<file path="config.mk">
export PLATFORM = sky130hd
export DESIGN_NAME = fma_nan_select
export DESIGN_NICKNAME = d
export VERILOG_FILES = /design/src/rtl/fma_nan_pkg.sv /design/src/rtl/fma_nan_cls_decode.sv /design/src/rtl/fma_nan_rule.sv /design/src/rtl/fma_nan_select.sv
export SDC_FILE = /design/constraint.sdc
export NUM_CORES = 1
export LEC_CHECK = 0
export CAP_MARGIN = 10
export CORE_MARGIN = 4
export CORE_UTILIZATION = 39
export DETAILED_ROUTE_END_ITERATION = 8
export PLACE_DENSITY = 0.68
export SLEW_MARGIN = 20
export SYNTH_ARGS = -nofsm -noshare
export SYNTH_HDL_FRONTEND = slang
export SYNTH_HIERARCHICAL = 1
export SYNTH_SLANG_ARGS = --single-unit
</file>
<file path="constraint.sdc">
create_clock -name vclk -period 4.3
set_input_delay 1.29 -clock vclk [all_inputs]
set_output_delay 1.29 -clock vclk [all_outputs]
set_load 0.02 [all_outputs]
</file>
<file path="src/rtl/fma_nan_pkg.sv">
package fma_nan_pkg;

    localparam int NUM_OPS   = 3;
    localparam int NUM_RULES = 5;
    localparam int POL_W     = 3;

    localparam logic [1:0] CLS_NUM  = 2'd0;
    localparam logic [1:0] CLS_QNAN = 2'd1;
    localparam logic [1:0] CLS_SNAN = 2'd2;

    localparam logic [1:0] PICK_A   = 2'd0;
    localparam logic [1:0] PICK_B   = 2'd1;
    localparam logic [1:0] PICK_C   = 2'd2;
    localparam logic [1:0] PICK_DEF = 2'd3;

    localparam int OP_A = 0;
    localparam int OP_B = 1;
    localparam int OP_C = 2;

    typedef struct packed {
        logic [1:0] choice;
        logic       invalid;
    } nan_pick_t;

endpackage

</file>
<file path="src/rtl/fma_nan_cls_decode.sv">
module fma_nan_cls_decode
    import fma_nan_pkg::*;
(
    input  logic [1:0] cls,
    output logic       is_quiet,
    output logic       is_signal
);

    always_comb begin
        is_quiet  = (cls == CLS_QNAN);
        is_signal = (cls == CLS_SNAN);
    end

endmodule

</file>
<file path="src/rtl/fma_nan_rule.sv">
module fma_nan_rule
    import fma_nan_pkg::*;
#(
    parameter int RULE = 0
) (
    input  logic [NUM_OPS-1:0] quiet_v,
    input  logic [NUM_OPS-1:0] signal_v,
    input  logic               infzero,
    input  logic               qbit_inverted,
    input  logic               first_nan_mode,
    output nan_pick_t          res
);

    logic [NUM_OPS-1:0] nan_v;
    nan_pick_t          res_d;

    assign nan_v = quiet_v | signal_v;

    always_comb begin
        res_d.choice  = PICK_C;
        res_d.invalid = 1'b0;
        case (RULE)
            0: begin
                if (infzero && quiet_v[OP_C]) begin
                    res_d.choice  = PICK_DEF;
                    res_d.invalid = 1'b1;
                end else if (signal_v[OP_C]) res_d.choice = PICK_C;
                else if (signal_v[OP_A])     res_d.choice = PICK_A;
                else if (signal_v[OP_B])     res_d.choice = PICK_B;
                else if (quiet_v[OP_C])      res_d.choice = PICK_C;
                else if (quiet_v[OP_A])      res_d.choice = PICK_A;
                else                         res_d.choice = PICK_B;
            end
            1: begin
                if (qbit_inverted) begin
                    if (infzero) begin
                        res_d.choice  = PICK_DEF;
                        res_d.invalid = 1'b1;
                    end else if (signal_v[OP_A]) res_d.choice = PICK_A;
                    else if (signal_v[OP_B])     res_d.choice = PICK_B;
                    else if (signal_v[OP_C])     res_d.choice = PICK_C;
                    else if (quiet_v[OP_A])      res_d.choice = PICK_A;
                    else if (quiet_v[OP_B])      res_d.choice = PICK_B;
                    else                         res_d.choice = PICK_C;
                end else begin
                    if (infzero) begin
                        res_d.choice  = PICK_C;
                        res_d.invalid = 1'b1;
                    end else if (signal_v[OP_C]) res_d.choice = PICK_C;
                    else if (signal_v[OP_A])     res_d.choice = PICK_A;
                    else if (signal_v[OP_B])     res_d.choice = PICK_B;
                    else if (quiet_v[OP_C])      res_d.choice = PICK_C;
                    else if (quiet_v[OP_A])      res_d.choice = PICK_A;
                    else                         res_d.choice = PICK_B;
                end
            end
            2: begin
                if (infzero) begin
                    res_d.choice  = PICK_C;
                    res_d.invalid = 1'b1;
                end else if (nan_v[OP_A]) res_d.choice = PICK_A;
                else if (nan_v[OP_C])     res_d.choice = PICK_C;
                else                      res_d.choice = PICK_B;
            end
            3: begin
                res_d.choice  = PICK_DEF;
                res_d.invalid = infzero;
            end
            4: begin
                if (infzero) begin
                    res_d.choice  = PICK_C;
                    res_d.invalid = 1'b1;
                end else if (first_nan_mode) begin
                    if (nan_v[OP_A])      res_d.choice = PICK_A;
                    else if (nan_v[OP_B]) res_d.choice = PICK_B;
                    else                  res_d.choice = PICK_C;
                end else begin
                    if (nan_v[OP_C])      res_d.choice = PICK_C;
                    else if (nan_v[OP_B]) res_d.choice = PICK_B;
                    else                  res_d.choice = PICK_A;
                end
            end
            default: begin
                if (nan_v[OP_A])      res_d.choice = PICK_A;
                else if (nan_v[OP_B]) res_d.choice = PICK_B;
                else                  res_d.choice = PICK_C;
            end
        endcase
        // a signaling operand raises invalid under every rule
        res_d.invalid = res_d.invalid | (|signal_v);
    end

    assign res = res_d;

endmodule

</file>
<file path="src/rtl/fma_nan_select.sv">
module fma_nan_select
    import fma_nan_pkg::*;
(
    input  logic [1:0]       cls_a,
    input  logic [1:0]       cls_b,
    input  logic [1:0]       cls_c,
    input  logic             infzero,
    input  logic             qbit_inverted,
    input  logic             first_nan_mode,
    input  logic [POL_W-1:0] policy,
    output logic [1:0]       pick,
    output logic             invalid
);

    localparam int RULE_SLOTS = NUM_RULES + 1;

    logic [1:0]         cls_v [NUM_OPS];
    logic [NUM_OPS-1:0] quiet_v;
    logic [NUM_OPS-1:0] signal_v;
    logic [3:0]         nan_pad;
    nan_pick_t          rule_res [RULE_SLOTS];
    nan_pick_t          sel_d;

    assign cls_v[OP_A] = cls_a;
    assign cls_v[OP_B] = cls_b;
    assign cls_v[OP_C] = cls_c;

    for (genvar op = 0; op < NUM_OPS; op++) begin : g_dec
        fma_nan_cls_decode u_dec (
            .cls       (cls_v[op]),
            .is_quiet  (quiet_v[op]),
            .is_signal (signal_v[op])
        );
    end

    // slot NUM_RULES holds the fallback used by unassigned policy numbers
    for (genvar r = 0; r < RULE_SLOTS; r++) begin : g_rule
        fma_nan_rule #(.RULE(r)) u_rule (
            .quiet_v        (quiet_v),
            .signal_v       (signal_v),
            .infzero        (infzero),
            .qbit_inverted  (qbit_inverted),
            .first_nan_mode (first_nan_mode),
            .res            (rule_res[r])
        );
    end

    assign nan_pad = {1'b0, quiet_v | signal_v};

    always_comb begin
        sel_d = rule_res[NUM_RULES];
        for (int k = 0; k < NUM_RULES; k++) begin
            if (int'(policy) == k) sel_d = rule_res[k];
        end

        AST_SNAN_RAISES: assert (!(|signal_v) || sel_d.invalid);
        AST_RAISE_HAS_CAUSE: assert (!sel_d.invalid || (|signal_v) || infzero);
        AST_POLICY3_DEFAULT: assert (int'(policy) != 3 || sel_d.choice == PICK_DEF);
        AST_FALLBACK_NO_DEFAULT: assert (int'(policy) < NUM_RULES || sel_d.choice != PICK_DEF);
        AST_PICKED_IS_NAN: assert (infzero || sel_d.choice == PICK_DEF || !(|nan_pad)
                                   || nan_pad[sel_d.choice]);
    end

    assign pick    = sel_d.choice;
    assign invalid = sel_d.invalid;

endmodule

</file>
==> reports/qor.txt, run 1 <==
Status -> completed
Mapped Cells -> 78
Crit path capture type -> primary output
RSZ-0062 raised after global routing -> no
Power Dens Cells -> 109.9 nW/µm²
Fmax -> 235.7 MHz
Wirelength per Cell -> 12.92 µm
Total power -> 0.09334 mW
Largest net degree at the start of global routing -> 12
Top-count cell post-synth -> nor2_1
Delay-heaviest family, CP -> buffers and inverters
Die H -> 45.19 µm
Global-route wire length before repair -> 2615 µm
DP Area -> 824.5 µm²
Mapped Area -> 539.3 µm²
Crit-path cells -> clkdlybuf4s50_1, inv_1, a311oi_1, nand2_1, o21a_1, a211oi_2, o21ai_1, buf_4
DIE AREA -> 2042 µm²
Crit path largest cell delay -> 0.59 ns
Number of global-route vias before repair -> 640
CP Launch Type -> primary input
All-Layer GR Usage -> 16.18%
Setup_tns -> 0 ns
Initial core utilization -> 41.44%
Row cnt -> 13
Maxcap violations -> 0
Final setup vio count -> 0
Synth cell types -> 41
Final hold vios -> 0
TritonRoute pass-1 iters -> 4
Seq/Total Area, Yosys -> 0%
DRC Markers -> 0
CORE AREA -> 1301 µm²
Final WL -> 1628 µm
Final cell count without fillers -> 126
Fraction of layout cells with a size suffix above 1 -> 38.74%
Maximum vdd drop -> 0.06001 mV
CLK BUF -> 0
Final instance area -> 849.6 µm²
Yosys Warn Count -> 6
Antenna Violating Nets Remaining -> 0
Post-Syn Area per Cell -> 6.914 µm²
Critical Path Slowest Stage Cell -> clkdlybuf4s50_1
Top Ports -> 15
Post-DP HPWL -> 1310 µm
Setup crit start -> qbit_inverted
Storage element area -> 0 µm²
Final Util -> 65.29%
I/O Buffers -> 15
Fin crit period -> 4.242 ns
LEAKAGE -> 0.3827 nW
Synth-to-Final Area Change -> 57.54%
Buf/Inv on CP -> 3
Antenna violations before repair -> 0
Hold Crit Start -> cls_c[1]
Worst slack, placed -> -0.5330 ns
Synth area leaders -> nor2_1, and2b_2, nor2b_1
RePlAce Congestion -> 0.8641
Vias per inst -> 5.413
Placed Cells -> 125
Vias -> 682
Worst path depth -> 8
Sequential cells -> 0
Critical Path End -> pick[1]
Top post-synthesis cells by count -> nor2_1, inv_1, nand2_1
Fin crit share -> 98.65%
Critical path class -> primary input to primary output
Cts hold-fix bufs -> 0
Final Max Tran Viols -> 0
Crit-path max FO -> 6
CP arrival -> 2.95 ns
Diode count -> 0
PnR worst setup slack -> 0.05799 ns
Hold Path Class -> primary input to primary output
Hold WS -> 3.461 ns
Gr ovfl total -> 0
Die width -> 45.19 µm
Post-synthesis cell type with the largest combined area -> nor2_1
Critical Path RT -> 3.01 ns
Final net count -> 125
Fillers -> 133
Post-synth top area share -> 9.049%
DR iter-0 viols -> 10
tightest hold or removal path, stage by stage:
cell and delay (ns):
dlygate4sd2_1 0.20, and2b_2 0.20, or3_1 0.11, nand2_1 0.04, o21ai_1 0.07, o31a_1 0.14
buf_6 0.12
metal layers:
metal,track usage (%),part of all wire (%),up-vias
met5,0,0,-
met4,3.509,0,0
met3,0.3984,3.1,0
li1,-,-,366
met1,20.47,46,305
met2,29.94,51,11
how the worst min path moves through the flow:
| stage | endpoint | slack [ns] | cells after the start |
|---|---|---|---|
| after detailed placement | pick[0] | 3.87 | 5 |
| after CTS | invalid | 3.46 | 7 |
| after floorplan | pick[0] | 2.79 | 3 |
| after global routing | invalid | 3.51 | 4 |
| final | invalid | 3.46 | 7 |
| after global placement | pick[0] | 3.87 | 5 |
repair_timing:
item	4_1_cts	5_1_grt
setup endpoints to repair	3	0
resized for setup	29	0
endpoints found under the hold margin	0	0
buffers inserted	1	0
placed cells by master (no fill, tap or decap), types with 2 or more instances in the layout:
master and n:
buf_4 21, nor2_1 12, clkdlybuf4s50_1 6, dlygate4sd2_1 6
nand2_1 5, inv_1 5, o21ai_1 3, and2b_2 3
nor2b_1 3, nand3b_1 2, o21a_1 2, a211oi_2 2
o21bai_1 2, or4_1 2, nor4b_2 2, conb_1 2
nor4_1 2, buf_6 2
cell type report:
type	instances	area, µm²	area share (%)
multi-input cells	70	514.2	60.53
repair buffers	36	297.8	35.05
inverters	5	18.77	2.209
well taps	15	18.77	2.209
logic make-up after synthesis:
logic type	Yosys count	synth area share, %
mux	2	4.871
compound gates	26	38.52
buf+inv	9	10.44
other cells	1	0.6954
simple gates	40	45.47
power by group:
| part | switching, mW | total, mW | internal [mW] |
|---|---|---|---|
| combinational | 0.0431 | 0.0933 | 0.0502 |
| sequential | 0 | 0 | 0 |
| clock | 0 | 0 | 0 |
| total | 0.0431 | 0.0933 | 0.0502 |
No activity file was read; power rests on OpenSTA's default activity.
==> run 2: changes to the inputs <==
--- a/config.mk
+++ b/config.mk
@@ -5,11 +5,12 @@
 export SDC_FILE = /design/constraint.sdc
 export NUM_CORES = 1
 export LEC_CHECK = 0
+export ABC_AREA = 0
 export CAP_MARGIN = 10
-export CORE_MARGIN = 4
-export CORE_UTILIZATION = 39
+export CORE_AREA = 4 4 41 43
 export DETAILED_ROUTE_END_ITERATION = 8
-export PLACE_DENSITY = 0.68
+export DIE_AREA = 0 0 45 47
+export PLACE_DENSITY = 0.7
 export SLEW_MARGIN = 20
 export SYNTH_ARGS = -nofsm -noshare
 export SYNTH_HDL_FRONTEND = slang
==> reports/qor.txt, run 2 (synthesis gave the netlist of run 1 again) <==
Initial core utilization -> 41.44%
Fillers -> 129
Commonest cells after routing, fill and taps aside -> buf_4, nor2_1, dlygate4sd2_1
CP Launch Type -> primary input
CLK BUF -> 0
Status -> completed
Row cnt -> 13
Storage element area -> 0 µm²
Critical path class -> primary input to primary output
Fraction of layout cells with a size suffix above 1 -> 39.09%
Antenna Violating Nets Remaining -> 0
Vias per inst -> 5.888
Fin crit share -> 98.24%
Die width -> 45 µm
Post-DP HPWL -> 1209 µm
Switch share -> 47.66%
Sequential cells -> 0
CORE AREA -> 1301 µm²
Global-route wire length before repair -> 2732 µm
Top Ports -> 15
Antenna violations before repair -> 0
DRC Markers -> 0
Clock group share of total power -> 0%
Diode count -> 0
Final net count -> 124
Final WL -> 1761 µm
Power Dens Cells -> 110.7 nW/µm²
Met2 WL post-DR -> 898 µm
Gr ovfl total -> 0
Final hold vios -> 0
Cts hold-fix bufs -> 0
Commonest non-fill, non-tap cell in the layout -> buf_4
TritonRoute pass-1 iters -> 4
Maxcap violations -> 0
Wirelength per Cell -> 14.09 µm
Wl on met1 -> 762 µm
All-Layer GR Usage -> 16.52%
Synth-to-Final Area Change -> 56.84%
Total power -> 0.09364 mW
DR iter-0 viols -> 19
Largest net degree at the start of global routing -> 12
Fin crit period -> 4.224 ns
Met3 WL -> 77 µm
Final setup vio count -> 0
Crit-path max FO -> 4
Internal cell power -> 0.04901 mW
I/O Buffers -> 15
RePlAce Congestion -> 0.8662
Hold Path Class -> primary input to primary output
Final Util -> 65.00%
CP arrival -> 2.93 ns
Maximum vdd drop -> 0.06107 mV
RSZ-0062 raised after global routing -> no
DR top layer -> met4
Critical Path RT -> 3.01 ns
Number of global-route vias before repair -> 653
Sw Pwr -> 0.04463 mW
Fmax -> 236.7 MHz
Die H -> 47 µm
Crit path capture type -> primary output
DIE AREA -> 2115 µm²
Vias -> 736
Final Max Tran Viols -> 0
LEAKAGE -> 0.3884 nW
Sequential power share -> 0%
Combinational power share -> 100.0%
-- run 2: critical path, stage by stage --
cell and delay, ns:
dlygate4sd2_1 0.24, and2b_2 0.27, or4_4 0.55, nand3b_1 0.10, a21oi_1 0.07, o31a_1 0.29
buf_6 0.13
-- run 2: layer usage --
metal / vias up / global-route usage (%)
li1: 360 / -
met1: 346 / 20.22
met2: 26 / 32.20
met3: 4 / 0.3831
met4: 0 / 2.924
met5: - / 0
-- run 2: path summary, 6_finish.rpt --
path	cells after the start	slack [ns]	start	end
setup / recovery	7	0.08	cls_b[0]	invalid
hold / removal	5	3.47	policy[2]	pick[0]
-- run 2: layout make-up --
class	instances	area (µm²)	share of cell area, %
Multi-Input combinational cell	71	529.3	62.57
Timing Repair Buffer	34	279.0	32.99
Inverter	5	18.77	2.219
Tap cell	15	18.77	2.219
-- run 2: through the flow --
step                      area [µm²]  setup TNS (ns)  cells  setup WS, ns  hold slack, ns
final                          845.8               0    125       0.07561           3.473
after global routing           845.8               0    125      0.009023           3.522
after CTS                      835.8               0    125       0.08667           3.475
after detailed placement       809.5          -1.526    123       -0.5358           3.853
after global placement         809.5          -1.437    123       -0.5003           3.831
after floorplan                543.0               0     79        0.3952           2.787
-- run 2: power by group through the flow --
stage	combinational (mW)	clock, mW	sequential (mW)
2_1_floorplan	0.0506	0	0
3_3_place_gp	0.0879	0	0
3_5_place_dp	0.0890	0	0
4_1_cts	0.0907	0	0
5_1_grt	0.100	0	0
6_report	0.0936	0	0
-- run 2: repair_timing --
action	in CTS	in global routing
endpoints found under the setup margin	3	2
buffers inserted	1	0
gates cloned	1	0
endpoints found under the hold margin	0	0
resized for setup	27	3
pin swaps	6	0
==> run 3: changes to the inputs <==
--- a/config.mk
+++ b/config.mk
@@ -10,7 +10,8 @@
 export CORE_AREA = 4 4 41 43
 export DETAILED_ROUTE_END_ITERATION = 8
 export DIE_AREA = 0 0 45 47
-export PLACE_DENSITY = 0.7
+export MAX_ROUTING_LAYER = met4
+export PLACE_DENSITY = 0.73
 export SLEW_MARGIN = 20
 export SYNTH_ARGS = -nofsm -noshare
 export SYNTH_HDL_FRONTEND = slang
==> constraint.sdc (replaced) <==
create_clock -name vclk -period 3.7
set_input_delay 1.11 -clock vclk [all_inputs]
set_output_delay 1.11 -clock vclk [all_outputs]
set_load 0.02 [all_outputs]
==> reports/qor.txt, run 3 (synthesis gave the netlist of run 1 again) <==
Status -> completed
Antenna violations before repair -> 0
Hold Crit Start -> cls_c[1]
Final cell count without fillers -> 133
All-Layer GR Usage -> 19.66%
Hold WS -> 3.030 ns
PnR worst setup slack -> 0.03137 ns
DIE AREA -> 2115 µm²
Worst Hold Depth -> 7
TritonRoute pass-1 iters -> 4
Cts hold-fix bufs -> 0
Final hold vios -> 0
Final net count -> 132
Critical Path RT -> 2.59 ns
CLK BUF -> 0
Fin crit share -> 99.15%
Crit-path max FO -> 6
Synth-to-Final Area Change -> 70.30%
Sequential cells -> 0
Commonest non-fill, non-tap cell in the layout -> buf_4
Crit-path cells -> buf_6, and2b_2, or4_4, nand3b_1, a21oi_1, o31a_1, buf_6
CP arrival -> 2.56 ns
Largest net degree at the start of global routing -> 12
Storage element area -> 0 µm²
Global-route wire length before repair -> 3098 µm
Die H -> 47 µm
Diode count -> 0
Wirelength per Cell -> 14.00 µm
Maximum vdd drop -> 0.07387 mV
Fmax -> 272.6 MHz
RSZ-0062 raised after global routing -> yes
Placed Cells -> 129
Top Ports -> 15
Fillers -> 114
Post-DP HPWL -> 1419 µm
Fraction of layout cells with a size suffix above 1 -> 50.85%
Crit path largest cell delay -> 0.53 ns
Row cnt -> 13
Final setup vio count -> 0
Final WL -> 1862 µm
CP Launch Type -> primary input
Setup_tns -> 0 ns
Critical path class -> primary input to primary output
Worst slack, placed -> -0.7898 ns
Initial core utilization -> 41.44%
Hold Crit Endpoint -> pick[1]
Die width -> 45 µm
Gr ovfl total -> 0
Hold Path Class -> primary input to primary output
Maxcap violations -> 0
Final Util -> 70.58%
CP dominant cell by count -> buf_6
Crit path capture type -> primary output
CORE AREA -> 1301 µm²
DRC Markers -> 0
Vias -> 744
Power Dens Cells -> 131.9 nW/µm²
Commonest cells after routing, fill and taps aside -> buf_4, nor2_1, nand2_1, inv_1
Final Max Tran Viols -> 0
RePlAce Congestion -> 0.8136
Critical Path Slowest Stage Cell -> or4_4
Number of global-route vias before repair -> 754
Antenna Violating Nets Remaining -> 0
Fin crit period -> 3.669 ns
I/O Buffers -> 15
LEAKAGE -> 0.4249 nW
Vias per inst -> 5.594
DR iter-0 viols -> 13
==> run 3: cell types whose count changed in the layout (fill, tap and decap cells not counted), sizes merged <==
cell,before,now
buf,22,36
dlygate4sd2,6,2
clkdlybuf4s50,5,4
dlymetal6s2s,1,0
==> run 3: stage by stage <==
stage	instance area (µm²)	total power, mW
2_1_floorplan	543.0	0.05884
3_5_place_dp	854.6	0.1103
4_1_cts	875.8	0.1139
3_3_place_gp	854.6	0.1073
6_report	918.4	0.1211
5_1_grt	918.4	0.1306
==> run 3: worst max path at each step <==
stage / startpoint / slack [ns] / to / depth (start not counted)
after detailed placement: cls_b[0] / -0.79 / invalid / 7
final: cls_c[1] / 0.03 / invalid / 7
after global routing: cls_c[1] / -0.01 / invalid / 8
after CTS: cls_c[1] / 0.02 / invalid / 7
after global placement: cls_b[0] / -0.77 / invalid / 7
after floorplan: cls_a[0] / 0.16 / pick[0] / 7
==> run 3: cell type report <==
class | count | area, µm² | share of cell area [%]
Timing Repair Buffer | 42 | 332.8 | 36.24
Inverter | 5 | 18.77 | 2.044
Tap cell | 15 | 18.77 | 2.044
Multi-Input combinational cell | 71 | 548.0 | 59.67
==> run 3: repair_timing <==
| action | in CTS | in global routing |
|---|---|---|
| pin swaps | 10 | 3 |
| cloned | 1 | 0 |
| resized for setup | 48 | 10 |
| endpoints found under the setup margin | 3 | 3 |
| buffers inserted | 3 | 0 |
==> run 3: where the power goes <==
part,internal (mW),switching [mW],leakage [nW]
Sequential,0,0,0
Combinational,0.0660,0.0551,0.425
Clock,0,0,0
==> run 3: per-layer routing <==
layer	global-route usage [%]	up-vias	wire (µm)
met5	-	-	0
met4	4.094	0	42
met3	0	4	58
met2	38.42	17	985
met1	22.25	351	777
li1	-	372	-
==> run 3: worst max-delay path: cells and delay by family <==
family / cells / cell delay [ns]
and+or+nand+nor: 3 / 0.86
AOI/OAI and AO/OA: 2 / 0.36
buffers and inverters: 2 / 0.22
